[config.mk]
export PLATFORM = sky130hd
export DESIGN_NAME = ibr_unit
export DESIGN_NICKNAME = d
export VERILOG_FILES = /design/src/rtl/ibr_pkg.sv /design/src/rtl/ibr_addr.sv /design/src/rtl/ibr_ctl.sv /design/src/rtl/ibr_alu.sv /design/src/rtl/ibr_unit.sv
export SDC_FILE = /design/constraint.sdc
export NUM_CORES = 1
export LEC_CHECK = 0
export ABC_CLOCK_PERIOD_IN_PS = 2000
export BUFFER_PORTS_ARGS = -buffer_cell sky130_fd_sc_hd__buf_2
export CORE_ASPECT_RATIO = 1.2
export CORE_MARGIN = 2
export CORE_UTILIZATION = 56
export DETAILED_ROUTE_END_ITERATION = 10
export GPL_TIMING_DRIVEN = 0
export PLACE_DENSITY = 0.86
export SLEW_MARGIN = 5
export SYNTH_ARGS = -nofsm -noshare
export SYNTH_HDL_FRONTEND = slang
export SYNTH_SLANG_ARGS = --single-unit
[constraint.sdc]
create_clock -name clk -period 2 [get_ports clk]
set_clock_uncertainty 0.1 [all_clocks]
set_input_delay 0.2 -clock clk [delete_from_list [all_inputs] [get_ports clk]]
set_output_delay 0.2 -clock clk [all_outputs]
set_load 0.1 [all_outputs]
[src/rtl/ibr_pkg.sv]
package ibr_pkg;

  // flag byte bit positions
  localparam int FLG_C = 0;
  localparam int FLG_N = 1;
  localparam int FLG_P = 2;
  localparam int FLG_X = 3;
  localparam int FLG_H = 4;
  localparam int FLG_Y = 5;
  localparam int FLG_Z = 6;
  localparam int FLG_S = 7;

  // sub-opcode bits 7:6
  typedef enum logic [1:0] {
    GRP_SHIFT = 2'b00,
    GRP_TEST  = 2'b01,
    GRP_CLR   = 2'b10,
    GRP_SET   = 2'b11
  } grp_e;

  // sub-opcode bits 5:3 inside the shift group
  typedef enum logic [2:0] {
    SH_RLC = 3'd0,
    SH_RRC = 3'd1,
    SH_RL  = 3'd2,
    SH_RR  = 3'd3,
    SH_SLA = 3'd4,
    SH_SRA = 3'd5,
    SH_SLL = 3'd6,
    SH_SRL = 3'd7
  } shift_e;

  // register field value that means memory only
  localparam logic [2:0] REG_NONE = 3'd6;

endpackage

[src/rtl/ibr_addr.sv]
module ibr_addr #(
  parameter int ADDR_W = 16,
  parameter int DISP_W = 8
) (
  input  logic [ADDR_W-1:0] base,
  input  logic [DISP_W-1:0] offs,
  output logic [ADDR_W-1:0] addr
);
  localparam int EXT_W = ADDR_W - DISP_W;

  logic [ADDR_W-1:0] offs_ext;

  assign offs_ext = {{EXT_W{offs[DISP_W-1]}}, offs};
  assign addr     = base + offs_ext;
endmodule

[src/rtl/ibr_ctl.sv]
module ibr_ctl
  import ibr_pkg::*;
#(
  parameter int T_FETCH   = 4,
  parameter int T_READ    = 3,
  parameter int T_SUB_GAP = 2,
  parameter int T_OPD_GAP = 1,
  parameter int T_WRITE   = 3,
  parameter int CYC_W     = 5
) (
  input  logic [7:0]       subop,
  output grp_e             grp,
  output logic [2:0]       sel,
  output logic             wb,
  output logic             copy,
  output logic [2:0]       reg_sel,
  output logic [CYC_W-1:0] cycles,
  output logic             undoc
);
  // two opcode fetches, displacement read, sub-opcode read + gap, operand read + gap
  localparam int T_TEST   = 2*T_FETCH + T_READ + (T_READ + T_SUB_GAP) + (T_READ + T_OPD_GAP);
  localparam int T_MODIFY = T_TEST + T_WRITE;

  always_comb begin
    grp     = grp_e'(subop[7:6]);
    sel     = subop[5:3];
    reg_sel = subop[2:0];
    copy    = (reg_sel != REG_NONE);
    wb      = (grp != GRP_TEST);
    cycles  = wb ? CYC_W'(T_MODIFY) : CYC_W'(T_TEST);
    undoc   = copy || ((grp == GRP_SHIFT) && (shift_e'(sel) == SH_SLL));
  end
endmodule

[src/rtl/ibr_alu.sv]
module ibr_alu
  import ibr_pkg::*;
#(
  parameter int DATA_W = 8
) (
  input  grp_e              grp,
  input  logic [2:0]        sel,
  input  logic [DATA_W-1:0] opd,
  input  logic [7:0]        flags_in,
  output logic [DATA_W-1:0] res,
  output logic [7:0]        flags_out
);
  localparam int MSB = DATA_W - 1;

  logic [DATA_W-1:0] mask;
  logic              sh_c;
  logic              hit;
  logic              cin;

  // one-hot bit mask from the bit-number field
  for (genvar i = 0; i < DATA_W; i++) begin : g_mask
    assign mask[i] = (32'(sel) == i);
  end

  assign cin = flags_in[FLG_C];
  assign hit = |(opd & mask);

  always_comb begin
    res       = opd;
    flags_out = flags_in;
    sh_c      = 1'b0;
    unique case (grp)
      GRP_SHIFT: begin
        unique case (shift_e'(sel))
          SH_RLC: begin res = {opd[MSB-1:0], opd[MSB]}; sh_c = opd[MSB]; end
          SH_RRC: begin res = {opd[0], opd[MSB:1]};     sh_c = opd[0];   end
          SH_RL:  begin res = {opd[MSB-1:0], cin};      sh_c = opd[MSB]; end
          SH_RR:  begin res = {cin, opd[MSB:1]};        sh_c = opd[0];   end
          SH_SLA: begin res = {opd[MSB-1:0], 1'b0};     sh_c = opd[MSB]; end
          SH_SRA: begin res = {opd[MSB], opd[MSB:1]};   sh_c = opd[0];   end
          SH_SLL: begin res = {opd[MSB-1:0], 1'b1};     sh_c = opd[MSB]; end
          SH_SRL: begin res = {1'b0, opd[MSB:1]};       sh_c = opd[0];   end
        endcase
        flags_out[FLG_S] = res[MSB];
        flags_out[FLG_Z] = (res == '0);
        flags_out[FLG_Y] = res[5];
        flags_out[FLG_H] = 1'b0;
        flags_out[FLG_X] = res[3];
        flags_out[FLG_P] = ~^res;
        flags_out[FLG_N] = 1'b0;
        flags_out[FLG_C] = sh_c;
      end
      GRP_TEST: begin
        flags_out[FLG_S] = hit && (32'(sel) == MSB);
        flags_out[FLG_Z] = !hit;
        flags_out[FLG_H] = 1'b1;
        flags_out[FLG_P] = !hit;
        flags_out[FLG_N] = 1'b0;
      end
      GRP_CLR: res = opd & ~mask;
      GRP_SET: res = opd | mask;
    endcase
  end
endmodule

[src/rtl/ibr_unit.sv]
module ibr_unit
  import ibr_pkg::*;
#(
  parameter int ADDR_W    = 16,
  parameter int DATA_W    = 8,
  parameter int T_FETCH   = 4,
  parameter int T_READ    = 3,
  parameter int T_SUB_GAP = 2,
  parameter int T_OPD_GAP = 1,
  parameter int T_WRITE   = 3
) (
  input  logic              clk,
  input  logic              rst_n,
  input  logic              in_valid,
  input  logic [ADDR_W-1:0] index_val,
  input  logic [DATA_W-1:0] disp,
  input  logic [7:0]        subop,
  input  logic [DATA_W-1:0] operand,
  input  logic [7:0]        flags_in,
  output logic              out_valid,
  output logic [ADDR_W-1:0] tgt_addr,
  output logic [DATA_W-1:0] result,
  output logic [7:0]        flags_out,
  output logic              mem_we,
  output logic              reg_copy,
  output logic [2:0]        reg_sel,
  output logic [4:0]        t_cycles,
  output logic              undoc
);
  localparam int T_TEST   = 2*T_FETCH + T_READ + (T_READ + T_SUB_GAP) + (T_READ + T_OPD_GAP);
  localparam int T_MODIFY = T_TEST + T_WRITE;
  localparam int CYC_W    = 5;

  // reset: asserted asynchronously, released on the clock
  logic [1:0] rst_pipe;
  logic       rst_sync_n;

  always_ff @(posedge clk or negedge rst_n) begin
    if (!rst_n) rst_pipe <= 2'b00;
    else        rst_pipe <= {rst_pipe[0], 1'b1};
  end
  assign rst_sync_n = rst_pipe[1];

  // combinational datapath
  grp_e              c_grp;
  logic [2:0]        c_sel;
  logic              c_wb;
  logic              c_copy;
  logic [2:0]        c_rsel;
  logic [CYC_W-1:0]  c_cyc;
  logic              c_undoc;
  logic [ADDR_W-1:0] c_addr;
  logic [DATA_W-1:0] c_res;
  logic [7:0]        c_flags;

  ibr_addr #(.ADDR_W(ADDR_W), .DISP_W(DATA_W)) u_addr (
    .base (index_val),
    .offs (disp),
    .addr (c_addr)
  );

  ibr_ctl #(
    .T_FETCH(T_FETCH), .T_READ(T_READ), .T_SUB_GAP(T_SUB_GAP),
    .T_OPD_GAP(T_OPD_GAP), .T_WRITE(T_WRITE), .CYC_W(CYC_W)
  ) u_ctl (
    .subop   (subop),
    .grp     (c_grp),
    .sel     (c_sel),
    .wb      (c_wb),
    .copy    (c_copy),
    .reg_sel (c_rsel),
    .cycles  (c_cyc),
    .undoc   (c_undoc)
  );

  ibr_alu #(.DATA_W(DATA_W)) u_alu (
    .grp       (c_grp),
    .sel       (c_sel),
    .opd       (operand),
    .flags_in  (flags_in),
    .res       (c_res),
    .flags_out (c_flags)
  );

  // output register: next-state and storage
  logic              q_valid,  d_valid;
  logic [ADDR_W-1:0] q_addr,   d_addr;
  logic [DATA_W-1:0] q_res,    d_res;
  logic [7:0]        q_flags,  d_flags;
  logic              q_we,     d_we;
  logic              q_copy,   d_copy;
  logic [2:0]        q_rsel,   d_rsel;
  logic [CYC_W-1:0]  q_cyc,    d_cyc;
  logic              q_undoc,  d_undoc;
  grp_e              q_grp,    d_grp;

  always_comb begin
    d_valid = in_valid;
    d_addr  = q_addr;
    d_res   = q_res;
    d_flags = q_flags;
    d_we    = q_we;
    d_copy  = q_copy;
    d_rsel  = q_rsel;
    d_cyc   = q_cyc;
    d_undoc = q_undoc;
    d_grp   = q_grp;
    if (in_valid) begin
      d_addr  = c_addr;
      d_res   = c_res;
      d_flags = c_flags;
      d_we    = c_wb;
      d_copy  = c_copy;
      d_rsel  = c_rsel;
      d_cyc   = c_cyc;
      d_undoc = c_undoc;
      d_grp   = c_grp;
    end
  end

  always_ff @(posedge clk or negedge rst_sync_n) begin
    if (!rst_sync_n) begin
      q_valid <= 1'b0;
      q_addr  <= '0;
      q_res   <= '0;
      q_flags <= '0;
      q_we    <= 1'b0;
      q_copy  <= 1'b0;
      q_rsel  <= '0;
      q_cyc   <= '0;
      q_undoc <= 1'b0;
      q_grp   <= GRP_SHIFT;
    end else begin
      q_valid <= d_valid;
      q_addr  <= d_addr;
      q_res   <= d_res;
      q_flags <= d_flags;
      q_we    <= d_we;
      q_copy  <= d_copy;
      q_rsel  <= d_rsel;
      q_cyc   <= d_cyc;
      q_undoc <= d_undoc;
      q_grp   <= d_grp;
    end
  end

  assign out_valid = q_valid;
  assign tgt_addr  = q_addr;
  assign result    = q_res;
  assign flags_out = q_flags;
  assign mem_we    = q_we;
  assign reg_copy  = q_copy;
  assign reg_sel   = q_rsel;
  assign t_cycles  = q_cyc;
  assign undoc     = q_undoc;

  // checks on the registered outputs
  assert_wb_cycles_R7: assert property (@(posedge clk) disable iff (!rst_sync_n)
    out_valid |-> (mem_we ? (t_cycles == CYC_W'(T_MODIFY)) : (t_cycles == CYC_W'(T_TEST))));

  assert_test_flags_R4: assert property (@(posedge clk) disable iff (!rst_sync_n)
    (out_valid && q_grp == GRP_TEST) |-> (flags_out[FLG_H] && !flags_out[FLG_N] && !mem_we));

  assert_shift_hn_R3: assert property (@(posedge clk) disable iff (!rst_sync_n)
    (out_valid && q_grp == GRP_SHIFT) |-> (!flags_out[FLG_H] && !flags_out[FLG_N]));

  assert_flags_keep_R5: assert property (@(posedge clk) disable iff (!rst_sync_n)
    (out_valid && (q_grp == GRP_CLR || q_grp == GRP_SET)) |-> (flags_out == $past(flags_in)));

  assert_copy_field_R8: assert property (@(posedge clk) disable iff (!rst_sync_n)
    (out_valid && reg_copy) |-> (reg_sel != REG_NONE));

  assert_pulse_R10: assert property (@(posedge clk) disable iff (!rst_sync_n)
    in_valid |=> out_valid);

  assert_idle_R10: assert property (@(posedge clk) disable iff (!rst_sync_n)
    !in_valid |=> !out_valid);
endmodule

==> flow_summary.json <==
{
  "synth.distinct_cells": 52,
  "layout-drive-gt1-share": 0.344,
  "maxSlewViolCount": 0,
  "final_cell_mix": "buf_2, dfrtp_1, nor2_1",
  "critPathTopFamily": "compound AO/OA/AOI/OAI gates",
  "nFillCells": 414,
  "cts_setup_buffers": 0,
  "period_share": 0.952,
  "drt_first_pass_iters": 4,
  "hold_violations": 0,
  "start_util": 0.580,
  "grt.overflow.total": 0,
  "reg2reg_depth": 0,
  "clock_latency_ns": 0.29,
  "cts_sinks": 42,
  "syn-mean-instance-area_sq_um": 9.28,
  "clkSlewWorstSetupHoldPaths_ns": 0.08,
  "yosysWarnings": 0,
  "fin_crit_ns": 1.90,
  "synthTopCellsByArea": "dfrtp_1, ha_1, mux2_2",
  "grt_max_degree": 41,
  "synth_edf_count": 0,
  "design_area_sq_um": 3770,
  "fmax_mhz": 525,
  "hp-class": "in -> reg",
  "tightest_slew_ns": 0.877,
  "irDropWorstVdd_mv": 0.553,
  "cts_htree_levels": 2,
  "rsz0062_at_grt": "false",
  "grt_pass1_wl_mm": 13.0,
  "syn_inst": 329,
  "seq_area_frac_synth": 0.344,
  "vias": 2889,
  "cts_root_buffer": "clkbuf_8",
  "hpwl_mm": 5.86,
  "maxCapViolCount": 0,
  "grt_pass1_vias": 2881,
  "port_buffers": 92,
  "arrival_ns": 1.98,
  "diodes": 0,
  "remaining_drc_errors": 0,
  "die_y_um": 84.9,
  "power.density_nw_per_um2": 934,
  "path_cells": "buf_2, ha_2, inv_2, fa_2, nor2b_1, o31a_2, o211ai_1, mux2_1, a221o_1",
  "finish.utilization": 0.717,
  "rrSetupSlack_ns": 0.96,
  "r2r-start": "rst_pipe[1]$_DFF_PN0_",
  "yosysTopAreaCell": "dfrtp_1",
  "critPathBufInv": 2,
  "die_width_um": 71.4,
  "slowest_delay_ns": 0.34,
  "start_kind": "primary input",
  "multi_input_area_sq_um": 1850,
  "cp_slowest_cell": "o31a_2",
  "wl_per_cell_um": 15.6,
  "power.leakage_nw": 1.74,
  "synth.top_cell.area_share": 0.344,
  "cp.depth": 9,
  "crit_start": "index_val[0]",
  "cts_buffer_depth": 2,
  "worstSetupPathType": "in -> reg",
  "io_pins": 95,
  "ys_ff_latch": 42,
  "cts_tree": "done",
  "synth_nets": 400,
  "drtAntennaViolNets": 0,
  "layout_commonest_cell": "buf_2",
  "worstPathMaxFanout": 6,
  "rr_endpoint": "tgt_addr[5]$_DFFE_PN0P_",
  "regArea_sq_um": 1050,
  "maxSlewHeadroom": 0.415,
  "antenna_found_initial": 0,
  "numCtsBuffers": 5,
  "crit_end": "tgt_addr[12]$_DFFE_PN0P_",
  "track_usage": 0.262,
  "place_congestion": 0.902,
  "status": "finished clean",
  "endpoint_kind": "register",
  "core_area_sq_um": 5260,
  "critPathRequiredTime_ns": 2.08,
  "place_area_sq_um": 3600,
  "synthToLayoutAreaGrowth_pct": 23.6,
  "dieArea_sq_um": 6060,
  "synthesis.area_sq_um": 3050,
  "setup_viol_count_final": 0,
  "viasPerCell": 5.87,
  "drt_iter0_markers": 206,
  "finalWirelength_mm": 7.68,
  "synth_flop_cell": "dfrtp_1",
  "fin_nets": 500,
  "rows": 29,
  "async_flop_share": 1.00
}
-- layer usage --
layer,part of all wire,wire length (um),vias up,track usage
met5,0,0,-,0
met4,0.013,99,0,0.0789
met3,0.056,428,10,0.0416
met2,0.52,3980,101,0.464
met1,0.41,3170,1372,0.327
li1,-,-,1406,-
-- worst min-delay path by stage --
| stage | startpoint | to | slack (ns) | cells after the start |
|---|---|---|---|---|
| floorplan | rst_n | rst_pipe[0]$_DFF_PN0_ | -0.20 | 0 |
| global placement | rst_n | rst_pipe[1]$_DFF_PN0_ | -0.11 | 1 |
| detailed placement | rst_n | rst_pipe[0]$_DFF_PN0_ | -0.11 | 1 |
| CTS | flags_in[1] | flags_out[1]$_DFFE_PN0P_ | 0.05 | 3 |
| global route | subop[0] | reg_sel[0]$_DFFE_PN0P_ | 0.05 | 2 |
| finish | flags_in[1] | flags_out[1]$_DFFE_PN0P_ | 0.05 | 3 |
-- layout make-up --
| type | count | area share |
|---|---|---|
| clock buffers | 6 | 0.0219 |
| flip-flops and latches | 42 | 0.279 |
| well taps | 62 | 0.0206 |
| multi-input cells | 256 | 0.492 |
| repair buffers | 94 | 0.127 |
| inverters | 8 | 0.00796 |
| clock inverters | 2 | 0.0159 |
| plain buffers | 22 | 0.0358 |
-- registers in the layout, summed over array words and instances (netlist names) --
register,flops
reg_sel,3
out_valid,1
flags_out,8
rst_pipe,2
tgt_addr,16
reg_copy,1
undoc,1
t_cycles,2
result,8
-- per-stage QoR --
| step | hold slack, ns | power [mW] | setup WS, ns | instances | setup TNS, ns |
|---|---|---|---|---|---|
| after CTS | 0.0474 | 3.53 | 0.0445 | 493 | 0 |
| after global routing | 0.0482 | 3.68 | 0.00383 | 492 | 0 |
| after global placement | -0.112 | 2.66 | -0.239 | 483 | -0.525 |
| final | 0.0503 | 3.52 | 0.0956 | 492 | 0 |
| after floorplan | -0.196 | 2.38 | -0.0139 | 329 | -0.0139 |
| after detailed placement | -0.106 | 2.69 | -0.268 | 483 | -0.642 |
-- synth_stat cells, types with 7 or more instances --
master and number:
a21oi_1 31, ha_1 19, dfrtp_1 42, clkbuf_1 11, mux2_2 16, nand2_1 20, mux2i_1 13, o21ai_0 17
nor2_1 33, a221oi_1 7, nand3_1 7, inv_1 8
-- timing repair --
item	4_1_cts	5_1_grt
resized for setup	0	5
hold buffers	2	0
hold endpoints to repair	3	0
setup endpoints to repair	0	2
-- worst min-delay path, cell delays in order --
cell and delay, ns:
buf_2 0.08, nand3_1 0.06, o21ai_0 0.07
-- cells by family (layout without fill, tap and decap cells) --
kind of cell             Yosys count  in the layout  share of synthesized area
XOR/XNOR                           9              9                     0.0258
other                              2              2                    0.00246
AND/OR/NAND/NOR                   92             92                      0.143
adder cells (fa/ha/maj)           20             20                     0.0844
multiplexers                      31             31                      0.110
AO/OA/AOI/OAI                    102            102                      0.235
buffers and inverters             31            132                     0.0549
flip-flops                        42             42                      0.344
-- power breakdown --
group | internal, mW | switching [mW] | leakage (nW)
clock | 0.533 | 0.296 | 0.0714
combinational | 0.390 | 1.27 | 1.19
sequential | 0.961 | 0.0755 | 0.479
total | 1.88 | 1.64 | 1.74
Note: power is estimated with default switching activity, not from simulation.
